[src/rtl/codec_slot_pkg.sv]
package codec_slot_pkg;
    // Slot and codec field geometry
    parameter int SLOT_W = 20;
    parameter int CADDR_W = 7;
    parameter int CDATA_W = 16;
    localparam int DIR_BIT = SLOT_W - 1;
    localparam int ADDR_LSB = DIR_BIT - CADDR_W;
    localparam int DATA_LSB = SLOT_W - CDATA_W;
    localparam int SEL_W = 3;
    localparam int FLAG_W = 7;

    // Software register selects
    localparam logic [SEL_W-1:0] SEL_S1TX = 3'd0;
    localparam logic [SEL_W-1:0] SEL_S2TX = 3'd1;
    localparam logic [SEL_W-1:0] SEL_S1RX = 3'd2;
    localparam logic [SEL_W-1:0] SEL_S2RX = 3'd3;
    localparam logic [SEL_W-1:0] SEL_FLAG = 3'd4;

    // Flag bit positions
    localparam int F_S1E = 0;
    localparam int F_S2E = 1;
    localparam int F_S12E = 2;
    localparam int F_B1 = 3;
    localparam int F_B2 = 4;
    localparam int F_V1 = 5;
    localparam int F_V2 = 6;

    // Events passed from the sequencer to the flag unit
    typedef struct packed {
        logic start;
        logic start_rd;
        logic done;
        logic done_rd;
    } seq_evt_t;
endpackage

[src/rtl/cs_tx_slots.sv]
// Transmit slot storage.
// Holds the two software-written slot words. A slot-1 write is
// accepted only when the sequencer reports idle; a slot-2 write is
// always accepted. Assumes one write strobe per cycle.
module cs_tx_slots
    import codec_slot_pkg::*;
(
    input  logic              clk,
    input  logic              rst_n,
    input  logic              wr_s1,
    input  logic              wr_s2,
    input  logic              idle,
    input  logic [SLOT_W-1:0] wdata,
    output logic [SLOT_W-1:0] s1_q,
    output logic [SLOT_W-1:0] s2_q,
    output logic              s1_accept
);
    assign s1_accept = wr_s1 && idle;

    // Capture slot words on accepted writes
    always_ff @(posedge clk) begin
        if (!rst_n) begin
            s1_q <= '0;
            s2_q <= '0;
        end else begin
            if (s1_accept) s1_q <= wdata;
            if (wr_s2)     s2_q <= wdata;
        end
    end
endmodule

[src/rtl/cs_sequencer.sv]
// Codec access sequencer.
// Starts one access per accepted slot-1 write, drives the codec
// request until acknowledge, and fills the receive registers on read
// completion. Assumes the codec returns read data with the acknowledge.
module cs_sequencer
    import codec_slot_pkg::*;
(
    input  logic               clk,
    input  logic               rst_n,
    input  logic               start,
    input  logic [SLOT_W-1:0]  s1_word,
    input  logic [SLOT_W-1:0]  s2_word,
    input  logic [SLOT_W-1:0]  s1_new,
    input  logic               cdc_ack,
    input  logic [CDATA_W-1:0] cdc_rdata,
    output logic               cdc_req,
    output logic               cdc_we,
    output logic [CADDR_W-1:0] cdc_addr,
    output logic [CDATA_W-1:0] cdc_wdata,
    output logic [SLOT_W-1:0]  rx1_q,
    output logic [SLOT_W-1:0]  rx2_q,
    output seq_evt_t           evt
);
    logic done;

    assign done = cdc_req && cdc_ack;

    // Event strobes for the flag unit
    always_comb begin
        evt.start    = start;
        evt.start_rd = start && s1_new[DIR_BIT];
        evt.done     = done;
        evt.done_rd  = done && !cdc_we;
    end

    // Request handshake and field extraction at start
    always_ff @(posedge clk) begin
        if (!rst_n) begin
            cdc_req   <= 1'b0;
            cdc_we    <= 1'b0;
            cdc_addr  <= '0;
            cdc_wdata <= '0;
        end else if (done) begin
            cdc_req <= 1'b0;
        end else if (start) begin
            cdc_req   <= 1'b1;
            cdc_we    <= !s1_new[DIR_BIT];
            cdc_addr  <= s1_new[DIR_BIT-1:ADDR_LSB];
            cdc_wdata <= s2_word[SLOT_W-1:DATA_LSB];
        end
    end

    // Receive registers loaded on read completion
    always_ff @(posedge clk) begin
        if (!rst_n) begin
            rx1_q <= '0;
            rx2_q <= '0;
        end else if (done && !cdc_we) begin
            rx1_q <= {1'b0, s1_word[DIR_BIT-1:0]};
            rx2_q <= {cdc_rdata, {DATA_LSB{1'b0}}};
        end
    end
endmodule

[src/rtl/cs_flags.sv]
// Slot flag register.
// Tracks the transmit-empty, receive-busy and receive-valid bits from
// sequencer events and software strobes. Setting a valid flag wins over
// a simultaneous software clear; a new slot-2 write wins over a
// completion that sets slot-2 empty.
module cs_flags
    import codec_slot_pkg::*;
(
    input  logic              clk,
    input  logic              rst_n,
    input  logic              wr_s2,
    input  logic              rd_rx2,
    input  seq_evt_t          evt,
    output logic [FLAG_W-1:0] flags
);
    // Per-bit flag updates
    always_ff @(posedge clk) begin
        if (!rst_n) begin
            flags <= FLAG_W'(7);
        end else begin
            if (evt.start)     flags[F_S1E]  <= 1'b0;
            else if (evt.done) flags[F_S1E]  <= 1'b1;
            if (evt.start)     flags[F_S12E] <= 1'b0;
            else if (evt.done) flags[F_S12E] <= 1'b1;
            if (wr_s2)         flags[F_S2E]  <= 1'b0;
            else if (evt.done) flags[F_S2E]  <= 1'b1;
            if (evt.start_rd) begin
                flags[F_B1] <= 1'b1;
                flags[F_B2] <= 1'b1;
            end else if (evt.done_rd) begin
                flags[F_B1] <= 1'b0;
                flags[F_B2] <= 1'b0;
            end
            if (evt.done_rd) begin
                flags[F_V1] <= 1'b1;
                flags[F_V2] <= 1'b1;
            end else if (rd_rx2) begin
                flags[F_V1] <= 1'b0;
                flags[F_V2] <= 1'b0;
            end
        end
    end
endmodule

[src/rtl/codec_slot_seq.sv]
// Codec command slot sequencer, top level.
// Decodes software accesses, wires slot storage, access sequencer
// and flag unit, and multiplexes the read-back value. Assumes at most
// one of sw_wr / sw_rd per cycle.
module codec_slot_seq
    import codec_slot_pkg::*;
(
    input  logic               clk,
    input  logic               rst_n,
    input  logic               sw_wr,
    input  logic               sw_rd,
    input  logic [SEL_W-1:0]   sw_sel,
    input  logic [SLOT_W-1:0]  sw_wdata,
    output logic [SLOT_W-1:0]  sw_rdata,
    output logic               cdc_req,
    output logic               cdc_we,
    output logic [CADDR_W-1:0] cdc_addr,
    output logic [CDATA_W-1:0] cdc_wdata,
    input  logic               cdc_ack,
    input  logic [CDATA_W-1:0] cdc_rdata
);
    logic wr_s1, wr_s2, rd_rx2, s1_accept;
    logic [SLOT_W-1:0] s1_q, s2_q, rx1_q, rx2_q;
    logic [FLAG_W-1:0] flags;
    seq_evt_t evt;

    assign wr_s1  = sw_wr && (sw_sel == SEL_S1TX);
    assign wr_s2  = sw_wr && (sw_sel == SEL_S2TX);
    assign rd_rx2 = sw_rd && (sw_sel == SEL_S2RX);

    cs_tx_slots u_tx (
        .clk(clk), .rst_n(rst_n), .wr_s1(wr_s1), .wr_s2(wr_s2),
        .idle(!cdc_req), .wdata(sw_wdata), .s1_q(s1_q), .s2_q(s2_q),
        .s1_accept(s1_accept)
    );

    cs_sequencer u_seq (
        .clk(clk), .rst_n(rst_n), .start(s1_accept), .s1_word(s1_q),
        .s2_word(s2_q), .s1_new(sw_wdata), .cdc_ack(cdc_ack),
        .cdc_rdata(cdc_rdata), .cdc_req(cdc_req), .cdc_we(cdc_we),
        .cdc_addr(cdc_addr), .cdc_wdata(cdc_wdata), .rx1_q(rx1_q),
        .rx2_q(rx2_q), .evt(evt)
    );

    cs_flags u_flags (
        .clk(clk), .rst_n(rst_n), .wr_s2(wr_s2), .rd_rx2(rd_rx2),
        .evt(evt), .flags(flags)
    );

    // Read-back multiplexer
    always_comb begin
        case (sw_sel)
            SEL_S1TX: sw_rdata = s1_q;
            SEL_S2TX: sw_rdata = s2_q;
            SEL_S1RX: sw_rdata = rx1_q;
            SEL_S2RX: sw_rdata = rx2_q;
            SEL_FLAG: sw_rdata = {{(SLOT_W-FLAG_W){1'b0}}, flags};
            default:  sw_rdata = '0;
        endcase
    end
endmodule

[config.mk]
export PLATFORM = sky130hd
export DESIGN_NAME = codec_slot_seq
export DESIGN_NICKNAME = d
export VERILOG_FILES = /design/src/rtl/codec_slot_pkg.sv /design/src/rtl/cs_tx_slots.sv /design/src/rtl/cs_sequencer.sv /design/src/rtl/cs_flags.sv /design/src/rtl/codec_slot_seq.sv
export SDC_FILE = /design/constraint.sdc
export NUM_CORES = 1
export LEC_CHECK = 0
export ABC_AREA = 1
export BUFFER_PORTS_ARGS = -buffer_cell sky130_fd_sc_hd__buf_2
export CORE_MARGIN = 2
export CORE_UTILIZATION = 47
export CTS_CLUSTER_DIAMETER = 30
export DETAILED_ROUTE_END_ITERATION = 16
export PLACE_DENSITY = 0.73
export SYNTH_ARGS = -nofsm -noshare
export SYNTH_HDL_FRONTEND = slang
export SYNTH_SLANG_ARGS = --single-unit
[constraint.sdc]
create_clock -name clk -period 1.4 [get_ports clk]
set_clock_uncertainty 0.1 [all_clocks]
set_input_delay 0.28 -clock clk [delete_from_list [all_inputs] [get_ports clk]]
set_output_delay 0.28 -clock clk [all_outputs]
set_load 0.02 [all_outputs]
==> flow_summary.yaml, run 1 <==
worst_setup_path:
  reg2reg_from: "u_seq.cdc_req"
  cp_cell_sequence: "buf_12 -> nor3_4 -> buf_6 -> buf_8 -> nand2_2 -> o21ai_1 -> inv_1 -> nand2_1 -> buf_6"
  cp.required_ns: 1.02
  worstSetupEndpointType: "output pin"
  cp_common_cell: "buf_6"
  r2r_end: "u_seq.rx2_q[4]"
  crit_path_max_incr_delay_ns: 0.20
  cp.arrival_ns: 1.24
  start_kind: "input pin"
  crit_type: "in -> out"
  cp_max_fo: 6
  r2r_slack_ns: 0.06
  ff2ff_path_depth: 7
  cpMaxStageDelayCell: "nor3_4"
cts:
  root_buffer: "clkbuf_8"
  hold_buffers: 0
  cts_tree: "yes"
  cts_max_level: 3
  cts_made_buffers: 9
  clkTransAtPathRegs_ns: 0.11
  insertion_delay_ns: 0.37
  clock_path_buffers: 2
  cts_sinks: 104
cells_and_area:
  layout.nets: 728
  drive_above_1_share: 0.270
  postLayoutCoreUtil: 0.637
  n_antenna_cell: 0
  syn_to_final_growth_pct: 32.4
  fin_cells: 797
  stdcell_area_sq_um: 5530
global_routing:
  grt_pass1_vias: 3955
  grt_max_degree: 30
  grt_pass1_wl_um: 19000
  track_usage: 0.242
  grt_overflow: 0
  antenna_found_initial: 0
min_path:
  min_from: "cdc_rdata[11]"
  min_to: "u_seq.rx2_q[15]"
  hp-class: "in -> reg"
  hold_depth: 3
logic_synthesis:
  synth_top_area_cell: "dfxtp_1"
  synth_seq_area_share: 0.499
  ys_seq_elements: 104
  yosysMostFrequentCell: "nand2_1"
  synth_top_area_frac: 0.499
  synth-edff-count: 0
  yosys_warnings: 0
  synth.distinct_cells: 24
  synth.avg_cell_area_sq_um: 7.28
  syn_nets: 618
  ys_top_cells_by_count: "nand2_1 (164), nor2_1 (112), dfxtp_1 (104), o21ai_0 (50), a21oi_1 (49)"
  ys_top_cells_by_area: "dfxtp_1 (50%), nand2_1 (15%), nor2_1 (10%)"
  async_flop_share: 0
  synth_area_sq_um: 4180
  synthFlopType: "dfxtp_1"
  syn_inst: 574
die:
  coreArea_sq_um: 8680
  placementRows: 34
  design.portCount: 89
  die_w_um: 98.3
  initial_core_util: 0.481
  fp.dieH_um: 98.3
  die-area_sq_um: 9660
sta:
  worstMarginPinSlew_ns: 0.329
  tns_ns: -3.40
  setup_viol_count_final: 20
  slew_headroom: 0.780
  clock.fmax_mhz: 617
  min_period_over_period: 1.16
  period_needed_ns: 1.62
  rsz0062_at_grt: "true"
  hold_violations: 0
  timing.final.ws_setup_ns: -0.220
  drv_slew: 0
  timing.hold.ws_ns: 0.0270
route:
  wl_um: 12200
  drc_errors: 0
  wl_per_cell_um: 15.4
  drt_iter0_markers: 255
  antenna_left: 0
  drt_pass1_iterations: 5
  via_per_inst: 5.33
  vias: 4248
place:
  pre_cts_slack_ns: -0.340
  place_hpwl_um: 7870
  dp.cells: 770
  post_dp_cell_area_sq_um: 4930
  place_congestion: 0.912
  io_buffer_count: 88
run_status:
  outcome: "finished, violations left"
  violations: "negative setup slack"
pwr:
  ir_worst_vdd_mv: 0.562
  p_switching_mw: 1.50
  p_clk_frac: 0.354
  p_sw_frac: 0.266
  p_int_mw: 4.14
  p_leak_nw: 2.44
  power_mw: 5.64
  powerDensity_nw_per_um2: 1020
  comb_power_share: 0.101
  pwr-share-seq: 0.545
flow_run:
  max-cap-violations: 0
[cells in the final DEF (no fill, tap or decap), types with 3 or more instances in the layout]
cell type,n
a21oi_1,49
nand3_1,3
inv_6,3
clkbuf_8,9
buf_12,13
o21ai_1,10
nand2_4,3
buf_4,33
nand2_2,16
buf_6,17
inv_4,3
nor2_4,3
nor2_1,112
inv_1,15
dfxtp_1,102
inv_2,4
nand4_1,16
buf_2,64
nand2_1,146
o21ai_0,48
[state kept, by name (all words and copies together), names as in the netlist]
register and count:
u_seq.cdc_addr 7, u_tx.s2_q 20, u_seq.cdc_we 1, u_seq.cdc_wdata 16
u_seq.cdc_req 1, u_tx.s1_q 20, u_seq.rx2_q 16, u_flags.flags 4
u_seq.rx1_q 19
[worst max path at each step]
stage	from	end	slack (ns)	depth (start not counted)
6_report	sw_sel[1]	sw_rdata[6]	-0.22	9
5_1_grt	sw_sel[1]	sw_rdata[6]	-0.25	9
4_1_cts	sw_sel[0]	sw_rdata[6]	-0.19	10
3_5_place_dp	sw_sel[1]	sw_rdata[6]	-0.34	8
3_3_place_gp	sw_sel[1]	sw_rdata[4]	-0.30	9
2_1_floorplan	sw_sel[0]	sw_rdata[0]	0.001	6
[layout make-up]
| type | count | area [sq um] |
|---|---|---|
| Clock buffer | 9 | 124 |
| Tap cell | 108 | 135 |
| Fill cell | 736 | 3150 |
| Clock inverter | 7 | 85.1 |
| Multi-Input combinational cell | 415 | 1900 |
| Sequential cell | 104 | 2080 |
| Inverter | 23 | 98.8 |
| Timing Repair Buffer | 131 | 1100 |
[cells by family (layout without fill, tap and decap cells)]
kind of cell	after synthesis	count (layout)	synth area share
flip-flops	104	104	0.499
AND/OR/NAND/NOR	307	307	0.304
buffers and inverters	55	170	0.0677
AO/OA/AOI/OAI	108	108	0.130
[power groups by stage]
stage	Clock, mW	Combinational (mW)	Sequential [mW]
floorplan	0	0.238	3.14
global placement	0	0.471	3.14
detailed placement	0	0.478	3.14
CTS	2.01	0.530	3.07
global route	2.13	0.615	3.08
finish	2.00	0.568	3.07
[metal layers]
layer  wire length (um)  share of wire  vias up  track usage
met4                133          0.011        0       0.0674
met5                  0              0        -            0
li1                   -              -     2062            -
met2               5640           0.46      166        0.381
met3                857          0.070       15       0.0458
met1               5600           0.46     2005        0.341
[what timing repair did]
action	in CTS	in global routing
cloned	2	2
gates resized for setup	62	26
pin swaps	17	5
setup buffers	5	2
endpoints found under the setup margin	21	35
[critical path: cells and delay by family]
kind	cells	cell delay, ns
AOI/OAI and AO/OA	1	0.08
buffers and inverters	5	0.55
and+or+nand+nor	3	0.32
Power figures use the tool's default switching activity.
==> run 2, diff against run 1 <==
Settings changed: ABC_AREA 1 to not set, PLACE_DENSITY 0.73 to 0.72.
==> flow_summary.yaml, run 2 <==
die:
  placementRows: 35
  fp.dieH_um: 103
  initial_core_util: 0.490
  coreArea_sq_um: 9330
  die_w_um: 103
  design.portCount: 89
  die-area_sq_um: 10500
worst_setup_path:
  ff2ff_path_depth: 4
  cp_top_family: "multiplexers"
  r2r_slack_ns: 0.03
  crit_type: "reg -> out"
  cp.required_ns: 1.02
  cp_cell_sequence: "mux4_2 -> nor2b_4 -> buf_6"
  reg2reg_from: "u_seq.cdc_req"
  r2r_end: "u_tx.s1_q[3]"
  crit_path_max_incr_delay_ns: 0.49
  start_kind: "register"
  worstSetupEndpointType: "output pin"
  cp_max_fo: 2
  cp_num_cells: 3
  crit_path_end: "sw_rdata[18]"
  critPathLaunch: "u_tx.s2_q[18]"
  cp.arrival_ns: 1.48
  cp.buffers_inverters: 1
  cpMaxStageDelayCell: "mux4_2"
logic_synthesis:
  syn_nets: 559
  synth_top_area_cell: "dfxtp_1"
  synth_area_sq_um: 4570
  syn_inst: 515
  synth.avg_cell_area_sq_um: 8.88
  ys_top_cells_by_area: "dfxtp_1 (46%), nand2_1 (15%), a21boi_1 (9.0%)"
  yosys_warnings: 0
  synth-edff-count: 0
  yosysMostFrequentCell: "nand2_1"
  ys_seq_elements: 104
  ys_top_cells_by_count: "nand2_1 (180), dfxtp_1 (104), a21boi_1 (55), mux2i_1 (32), o21ai_1 (24)"
  synthFlopType: "dfxtp_1"
  async_flop_share: 0
  synth_top_area_frac: 0.455
  synth.distinct_cells: 35
  synth_seq_area_share: 0.455
pwr:
  ir_worst_vdd_mv: 0.456
  powerDensity_nw_per_um2: 897
  p_leak_nw: 2.47
  pwr-share-seq: 0.541
  p_sw_frac: 0.257
  p_int_mw: 4.16
  p_clk_frac: 0.343
  comb_power_share: 0.116
  p_switching_mw: 1.44
place:
  place_congestion: 0.938
  dp.cells: 750
  pre_cts_slack_ns: -0.422
  io_buffer_count: 88
  place_hpwl_um: 8750
sta:
  worstMarginPinSlew_ns: 0.216
  setup_viol_count_final: 20
  hold_violations: 0
  timing.final.ws_setup_ns: -0.459
  slew_headroom: 0.853
  clock.fmax_mhz: 538
  min_period_over_period: 1.33
  timing.hold.ws_ns: 0.0234
  period_needed_ns: 1.86
  rsz0062_at_grt: "true"
  drv_slew: 0
cells_and_area:
  drive_above_1_share: 0.393
  layout_commonest_cell: "nand2_1"
  num-fill-cells: 729
  most-common-layout-cells: "nand2_1 (180), dfxtp_1 (69), buf_2 (68), a21boi_1 (55), buf_4 (55)"
  n_antenna_cell: 0
  layout.nets: 686
  fin_cells: 776
  syn_to_final_growth_pct: 36.5
  reg.largest.list: "u_tx.s1_q x20, u_tx.s2_q x20, u_seq.rx1_q x19"
route:
  via_per_inst: 5.35
  wl_per_cell_um: 17.3
  drt_pass1_iterations: 4
  drc_errors: 0
  wl_um: 13400
  vias: 4151
  drt_iter0_markers: 268
  antenna_left: 0
run_status:
  outcome: "finished, violations left"
  violations: "negative setup slack"
flow_run:
  max-cap-violations: 0
global_routing:
  grt_pass1_vias: 3973
  grt_max_degree: 48
  track_usage: 0.259
  grt_pass1_wl_um: 20700
  grt_overflow: 0
  antenna_found_initial: 0
cts:
  clkTransAtPathRegs_ns: 0.10
  cts_max_level: 3
  cts_sinks: 104
  clock_path_buffers: 2
  insertion_delay_ns: 0.38
  cts_made_buffers: 9
  cts_tree: "yes"
  root_buffer: "clkbuf_8"
min_path:
  hp-class: "in -> reg"
run 2: cell types whose count changed after synthesis, moves of 16 or more:
cell      before  now
a21boi_1       0   55
a21oi_1       49    1
mux2i_1        0   32
nand2_1      164  180
nor2_1       112    3
o21ai_0       50    4
o21ai_1        8   24
run 2: through the flow:
step	instance area, sq um	utilization	total power [mW]	TNS, ns
global route	6240	0.669	5.78	-8.50
finish	6240	0.669	5.60	-7.37
detailed placement	5570	0.597	3.63	-22.48
global placement	5570	0.597	3.62	-21.09
floorplan	4670	-	3.39	-1.91
CTS	6160	0.660	5.58	-7.30
run 2: logic make-up after synthesis:
family,after synthesis,synth area share
and+or+nand+nor,222,0.210
DFF,104,0.455
AOI/OAI and AO/OA,99,0.147
muxes,46,0.134
buffers and inverters,44,0.0531
run 2: power by group through the flow:
stage / registers [mW] / clock network, mW / logic, mW
2_1_floorplan: 3.09 / 0 / 0.302
3_3_place_gp: 3.09 / 0 / 0.527
3_5_place_dp: 3.09 / 0 / 0.536
4_1_cts: 3.03 / 1.92 / 0.634
5_1_grt: 3.03 / 2.06 / 0.692
6_report: 3.03 / 1.92 / 0.651
run 2: how the worst min path moves through the flow:
| stage | startpoint | to | slack (ns) | cells after the start |
|---|---|---|---|---|
| after floorplan | cdc_rdata[6] | u_seq.rx2_q[10] | 0.31 | 2 |
| after global placement | u_tx.s1_q[19] | u_tx.s1_q[19] | 0.34 | 2 |
| after detailed placement | u_seq.cdc_addr[3] | u_seq.cdc_addr[3] | 0.34 | 2 |
| after CTS | cdc_rdata[12] | u_seq.rx2_q[16] | 0.03 | 3 |
| after global routing | cdc_rdata[6] | u_seq.rx2_q[10] | 0.02 | 3 |
| final | cdc_rdata[13] | u_seq.rx2_q[17] | 0.02 | 3 |
run 2: layout make-up:
type / count / area [sq um] / area share
multi-input combinational: 367 / 2410 / 0.387
clock buffer: 10 / 128 / 0.0204
timing repair buffer: 158 / 1330 / 0.213
tap: 129 / 161 / 0.0259
inverter: 2 / 7.51 / 0.00120
clock inverter: 6 / 66.3 / 0.0106
sequential: 104 / 2130 / 0.342
run 2: timing repair:
action / CTS / global route
setup buffers: 5 / 0
gates cloned: 4 / 1
hold buffers: 0 / 0
pin swaps: 5 / 7
setup endpoints to repair: 21 / 31
resized for setup: 89 / 21
run 2: per-layer routing:
layer,up-vias,GRT usage,wire length [um]
li1,2002,-,-
met1,1988,0.360,6160
met2,140,0.406,6310
met3,21,0.0393,687
met4,0,0.108,283
met5,-,0,0
run 2: tightest hold or removal path: cells and delay by family:
family	cells	cell delay, ns
AO/OA/AOI/OAI	1	0.05
buffers and inverters	1	0.09
AND/OR/NAND/NOR	1	0.05
